$ cat config.mk
export PLATFORM = sky130hd
export DESIGN_NAME = gate_scan_order
export DESIGN_NICKNAME = d
export VERILOG_FILES = /design/src/rtl/gso_pkg.sv /design/src/rtl/gso_cfg_regs.sv /design/src/rtl/gso_seq.sv /design/src/rtl/gso_map.sv /design/src/rtl/gate_scan_order.sv
export SDC_FILE = /design/constraint.sdc
export NUM_CORES = 1
export LEC_CHECK = 0
export BUFFER_PORTS_ARGS = -buffer_cell sky130_fd_sc_hd__buf_2
export CORE_MARGIN = 8
export CORE_UTILIZATION = 35
export CTS_CLUSTER_SIZE = 28
export DETAILED_ROUTE_END_ITERATION = 12
export GPL_TIMING_DRIVEN = 0
export SLEW_MARGIN = 20
export SYNTH_ARGS = -nofsm -noshare
export SYNTH_HDL_FRONTEND = slang
export SYNTH_SLANG_ARGS = --single-unit
export TNS_END_PERCENT = 5
$ cat constraint.sdc
create_clock -name clk -period 11.2 [get_ports clk]
set_clock_uncertainty 0.1 [all_clocks]
set_input_delay 1.12 -clock clk [delete_from_list [all_inputs] [get_ports clk]]
set_output_delay 1.12 -clock clk [all_outputs]
set_load 0.1 [all_outputs]
$ cat src/rtl/gso_pkg.sv
package gso_pkg;
  typedef struct packed {
    logic swap;
    logic split;
    logic rev;
  } scan_opts_t;

  localparam logic [1:0] ADDR_COUNT = 2'd0;
  localparam logic [1:0] ADDR_OPTS  = 2'd1;
  localparam logic [1:0] ADDR_START = 2'd2;
endpackage

$ cat src/rtl/gso_cfg_regs.sv
module gso_cfg_regs
  import gso_pkg::*;
#(
  parameter int IDX_W = 9,
  parameter logic [IDX_W-1:0] DEF_COUNT = 'h12B,
  parameter logic [IDX_W-1:0] DEF_START = '0
) (
  input  logic             clk,
  input  logic             rst_n,
  input  logic             cfg_wr,
  input  logic [1:0]       cfg_addr,
  input  logic [IDX_W-1:0] cfg_wdata,
  output logic [IDX_W-1:0] count_field,
  output logic [IDX_W-1:0] start_pos,
  output scan_opts_t       opts
);
  always_ff @(posedge clk) begin
    if (!rst_n) begin
      count_field <= DEF_COUNT;
      start_pos   <= DEF_START;
      opts        <= '0;
    end else if (cfg_wr) begin
      case (cfg_addr)
        ADDR_COUNT: count_field <= cfg_wdata;
        ADDR_OPTS:  opts        <= scan_opts_t'(cfg_wdata[2:0]);
        ADDR_START: start_pos   <= cfg_wdata;
        default: ;
      endcase
    end
  end
endmodule

$ cat src/rtl/gso_seq.sv
module gso_seq
  import gso_pkg::*;
#(
  parameter int IDX_W = 9,
  localparam int CNT_W = IDX_W + 1
) (
  input  logic             clk,
  input  logic             rst_n,
  input  logic             frame_start,
  input  logic             line_stb,
  input  logic [IDX_W-1:0] count_field,
  input  logic [IDX_W-1:0] start_pos,
  input  scan_opts_t       opts_in,
  output logic             active,
  output logic [CNT_W-1:0] pos,
  output logic [CNT_W-1:0] n_cur,
  output scan_opts_t       opts_cur,
  output logic             done
);
  logic [CNT_W-1:0] n_new;
  logic [CNT_W-1:0] start_ext;
  logic [CNT_W-1:0] lines;

  assign n_new     = CNT_W'(count_field) + CNT_W'(1);
  assign start_ext = CNT_W'(start_pos);

  always_ff @(posedge clk) begin
    if (!rst_n) begin
      active   <= 1'b0;
      done     <= 1'b0;
      pos      <= '0;
      lines    <= '0;
      n_cur    <= '0;
      opts_cur <= '0;
    end else begin
      done <= 1'b0;
      if (!active) begin
        if (frame_start) begin
          active   <= 1'b1;
          n_cur    <= n_new;
          opts_cur <= opts_in;
          pos      <= (start_ext < n_new) ? start_ext : '0;
          lines    <= '0;
        end
      end else if (line_stb) begin
        if (lines == n_cur - CNT_W'(1)) begin
          active <= 1'b0;
          done   <= 1'b1;
        end else begin
          lines <= lines + CNT_W'(1);
          pos   <= (pos == n_cur - CNT_W'(1)) ? '0 : pos + CNT_W'(1);
        end
      end
    end
  end
endmodule

$ cat src/rtl/gso_map.sv
module gso_map
  import gso_pkg::*;
#(
  parameter int IDX_W = 9,
  localparam int CNT_W = IDX_W + 1,
  localparam int W = IDX_W + 2
) (
  input  logic [CNT_W-1:0] pos,
  input  logic [CNT_W-1:0] n,
  input  scan_opts_t       opts,
  output logic [IDX_W-1:0] idx
);
  logic [W-1:0] p, nn, half, q, qx, r, g;

  always_comb begin
    p    = W'(pos);
    nn   = W'(n);
    half = (nn + W'(1)) >> 1;
    if (opts.split)
      q = (p < half) ? (p << 1) : (((p - half) << 1) | W'(1));
    else
      q = p;
    qx = q ^ W'(1);
    r  = (opts.swap && (qx < nn)) ? qx : q;
    g  = opts.rev ? (nn - W'(1) - r) : r;
  end

  assign idx = IDX_W'(g);
endmodule

$ cat src/rtl/gate_scan_order.sv
module gate_scan_order
  import gso_pkg::*;
#(
  parameter int IDX_W = 9,
  parameter logic [IDX_W-1:0] DEF_COUNT = 'h12B,
  parameter logic [IDX_W-1:0] DEF_START = '0,
  localparam int CNT_W = IDX_W + 1
) (
  input  logic             clk,
  input  logic             rst_n,
  input  logic             cfg_wr,
  input  logic [1:0]       cfg_addr,
  input  logic [IDX_W-1:0] cfg_wdata,
  input  logic             frame_start,
  input  logic             line_stb,
  output logic             gate_valid,
  output logic [IDX_W-1:0] gate_idx,
  output logic             scan_done
);
  logic [IDX_W-1:0] count_field, start_pos;
  scan_opts_t       opts_reg, opts_cur;
  logic [CNT_W-1:0] pos, n_cur;

  gso_cfg_regs #(.IDX_W(IDX_W), .DEF_COUNT(DEF_COUNT), .DEF_START(DEF_START)) u_regs (
    .clk(clk), .rst_n(rst_n), .cfg_wr(cfg_wr), .cfg_addr(cfg_addr),
    .cfg_wdata(cfg_wdata), .count_field(count_field), .start_pos(start_pos),
    .opts(opts_reg)
  );

  gso_seq #(.IDX_W(IDX_W)) u_seq (
    .clk(clk), .rst_n(rst_n), .frame_start(frame_start), .line_stb(line_stb),
    .count_field(count_field), .start_pos(start_pos), .opts_in(opts_reg),
    .active(gate_valid), .pos(pos), .n_cur(n_cur), .opts_cur(opts_cur),
    .done(scan_done)
  );

  gso_map #(.IDX_W(IDX_W)) u_map (
    .pos(pos), .n(n_cur), .opts(opts_cur), .idx(gate_idx)
  );
endmodule

==> results by group <==
Status
  • Status: completed

Floorplan
  • # rows: 43
  • Die height: approximately 130 um
  • Ports: 27
  • Starting density of the core: 35.7%
  • Core area: 0.0138 mm^2
  • Die ar.: 0.0182 mm^2
  • DIE WIDTH: 135 um

Drt
  • Pre-antenna DRT Iters: 5
  • Detailed-route via count: about 4800
  • Final WL: 14700 um
  • Via density: 5.61
  • DR iter-0 viols: ~320
  • Metal2 WL: 6990 um
  • DR top layer: met4
  • # DRC: 0
  • DRT antenna net count: 0
  • DRT met1 WL: 6660 um
  • WL/cell: 17.3 um
  • Metal3 WL: 857 um

Clocking
  • H-tree Lvls: 2
  • Post-cts resize count: 0
  • Root Driver: clkbuf_16
  • Clock tree buffer depth: 2
  • Clk pin slew, worst setup/hold paths: around 80 ps
  • CTS tree: built
  • Hold-fix buffers, CTS: 0
  • Clock latency on the worst-skew pair: 310 ps
  • Total CTS buffers: 5
  • # Post-CTS Setup Buffers: 0
  • # clock sinks: 56

Pwr
  • Flop pwr share: 36.9%
  • PwrDens: approximately 110 mW/mm^2
  • Sw Share: 37.0%
  • Max VDD drop: about 0.080 mV
  • Int Power: 368 uW
  • Comb power frac: 33.7%
  • Clock share of power: 29.5%
  • Final Power: between 500 and 600 uW
  • Leakage power: 0.00223 uW
  • Switch Pwr: around 220 uW

Timing
  • Slew HR: 32.1%
  • Final slew viol count: 0
  • Maximum clock frequency: about 0.10 GHz
  • Fin crit share: between 80% and 90%
  • Tmin final: slightly below 10000 ps
  • Worst slew pin tran: just over 1000 ps
  • Endpoints failing setup: 0
  • RSZ-0062 raised after global routing: no
  • Hold WS: 360 ps
  • Setup TNS: 0 ps
  • Final hold viol count: 0

Synth
  • Synth top area cells: dfxtp_1, ha_1, xnor2_1, a21oi_1, nand2_1
  • Number of enable flip-flop cells after synthesis: 0
  • FF+latch count, synth: 56
  • Register area share after synthesis: 22.7%
  • Syn Nets: roughly 700
  • Top cell type's share of synthesized area: a little under a quarter
  • Top_reg_cell synth: dfxtp_1
  • Ys async rst share: 0%
  • Cell count after synthesis: roughly 640
  • Avg Inst Size Synth: 7.76 um^2
  • Cell taking the most area after synthesis: dfxtp_1
  • Library cells used by synthesis: between 60 and 70
  • Synth Warn #: 0
  • Cell area after synthesis: a little under 0.005 mm^2

Worst hold path
  • Class of the worst hold path: reg2reg
  • Hold Path End: u_seq.opts_cur[2]
  • Cells on Worst Hold Path: 2
  • Min-delay src: u_regs.opts[2]

Critical path
  • Worst Path Class, Setup: reg2out
  • Max incr delay on CP: 630 ps
  • Worst reg-to-reg path cell count: 11
  • Reg-to-Reg End: u_seq.pos[2]
  • Capturing element type of the critical path: output pin
  • Largest delay share family, worst path: compound AO/OA/AOI/OAI gates
  • Crit path launch type: flip-flop
  • Buf/Inv on CP: 3
  • Worst reg2reg setup slack: about 7400 ps
  • Critical Path RT: 9980 ps
  • Worst-path fanout max: 10
  • Worst path slowest cell: dfxtp_1
  • Critical Path AT: between 8000 and 9000 ps
  • Reg2Reg Launch Point: u_seq.n_cur[0]

Finish
  • FILL cells: 1435
  • Area Growth Syn to Fin: 10.3%
  • Final instance area: ~0.0055 mm^2
  • Fraction of layout cells with a size suffix above 1: 9.24%
  • Biggest regs: u_seq.lines x10, u_seq.n_cur x10, u_seq.pos x10
  • Nets: 728
  • Antenna diodes: 0

Global route
  • Vias in the first global route: around 4700
  • First-pass GRT wire length: 24000 um
  • Initial antenna violation count: 0
  • Total Routing Usage GR: 16.3%
  • Pin count of the biggest net entering global routing: 21
  • Gr ovfl total: 0

Placement
  • Placement Cell Area: 0.00530 mm^2
  • GPL Wtd Cong: between 0.9 and 1
  • Post-DP HPWL: 11900 um
  • IO buf count: 26

Flow run
  • MaxCap Viol Count: 0
per-layer routing:
layer  GRT usage [%]  up-vias
li1                -     2368
met1            20.3     2261
met2            27.6      127
met3            3.79       15
met4            4.43        0
met5               0        -
synthesized netlist by cell type (all sizes together) (3+ instances only):
cell type	instances
nand2	59
dfxtp	56
a21oi	52
nor2	51
ha	40
xnor2	31
nand3	29
o21ai	27
inv	25
clkbuf	24
mux2i	21
a21o	16
xor2	16
buf	14
nor3	14
and3	12
or3	10
a211oi	9
a31oi	9
nor3b	9
nand4	8
or4	8
nor2b	7
o21a	7
or2	6
a21boi	5
a22oi	5
and2	5
mux2	4
nand2b	4
nand3b	4
nor4	4
o31a	4
xnor3	4
o211ai	3
o21bai	3
or3b	3
logic make-up after synthesis:
| kind of cell | count (synthesis) | share of synthesized area (%) |
|---|---|---|
| AO/OA/AOI/OAI | 164 | 21.5 |
| XOR/XNOR | 51 | 10.2 |
| adder cells (fa/ha/maj) | 42 | 10.9 |
| buffers and inverters | 63 | 5.22 |
| flip-flops | 56 | 22.7 |
| multiplexers | 25 | 5.17 |
| AND/OR/NAND/NOR | 236 | 24.4 |
worst max-delay path by stage:
stage                        start           to  slack [ps]  depth (start not counted)
finish              u_seq.n_cur[1]  gate_idx[8]        1600                         30
global placement    u_seq.n_cur[1]  gate_idx[8]        2200                         30
CTS                 u_seq.n_cur[0]  gate_idx[8]        1700                         31
detailed placement  u_seq.n_cur[0]  gate_idx[8]        2110                         31
global route        u_seq.n_cur[2]  gate_idx[8]        1100                         32
floorplan           u_seq.n_cur[0]  gate_idx[8]        2830                         28
power groups by stage:
stage / Combinational, uW / Clock, uW / Sequential [uW]
2_1_floorplan: 150 / 0 / 218
6_report: 197 / 172 / 215
5_1_grt: 217 / 186 / 216
4_1_cts: 196 / 178 / 215
3_5_place_dp: 194 / 0 / 220
3_3_place_gp: 191 / 0 / 220
tightest hold or removal path, cell delays in order (launching register included):
cell and delay (ps):
dfxtp_1 320, nand2_1 50, a21oi_1 50
area by class of cell:
cell class	instances	area, um^2	area share [%]
inverter	25	93.8	1.72
clock buffer	5	125	2.30
buffer	38	164	3.01
multi-input combinational	518	3560	65.4
sequential	56	1120	20.6
tap	180	225	4.13
clock inverter	3	28.8	0.528
timing repair buffer	26	130	2.39
through the flow:
stage               std cells  utilization, %  setup slack, ps
floorplan                 637               -             2830
global placement          843            38.3             2200
detailed placement        843            38.3             2110
CTS                       851            39.4             1700
global route              851            39.4             1100
finish                    851            39.4             1600
cells in the final DEF, fill, tap and decap left out, types with 15 or more instances in the layout:
cell type and n:
a21oi_1 52, nand3_1 29, nor2_1 51, xnor2_1 31
inv_1 25, mux2i_1 21, buf_2 34, ha_1 40
o21ai_0 26, nand2_1 59, clkbuf_1 24, a21o_1 15
xor2_1 16, dfxtp_1 56
(Power assumes the default switching activity.)
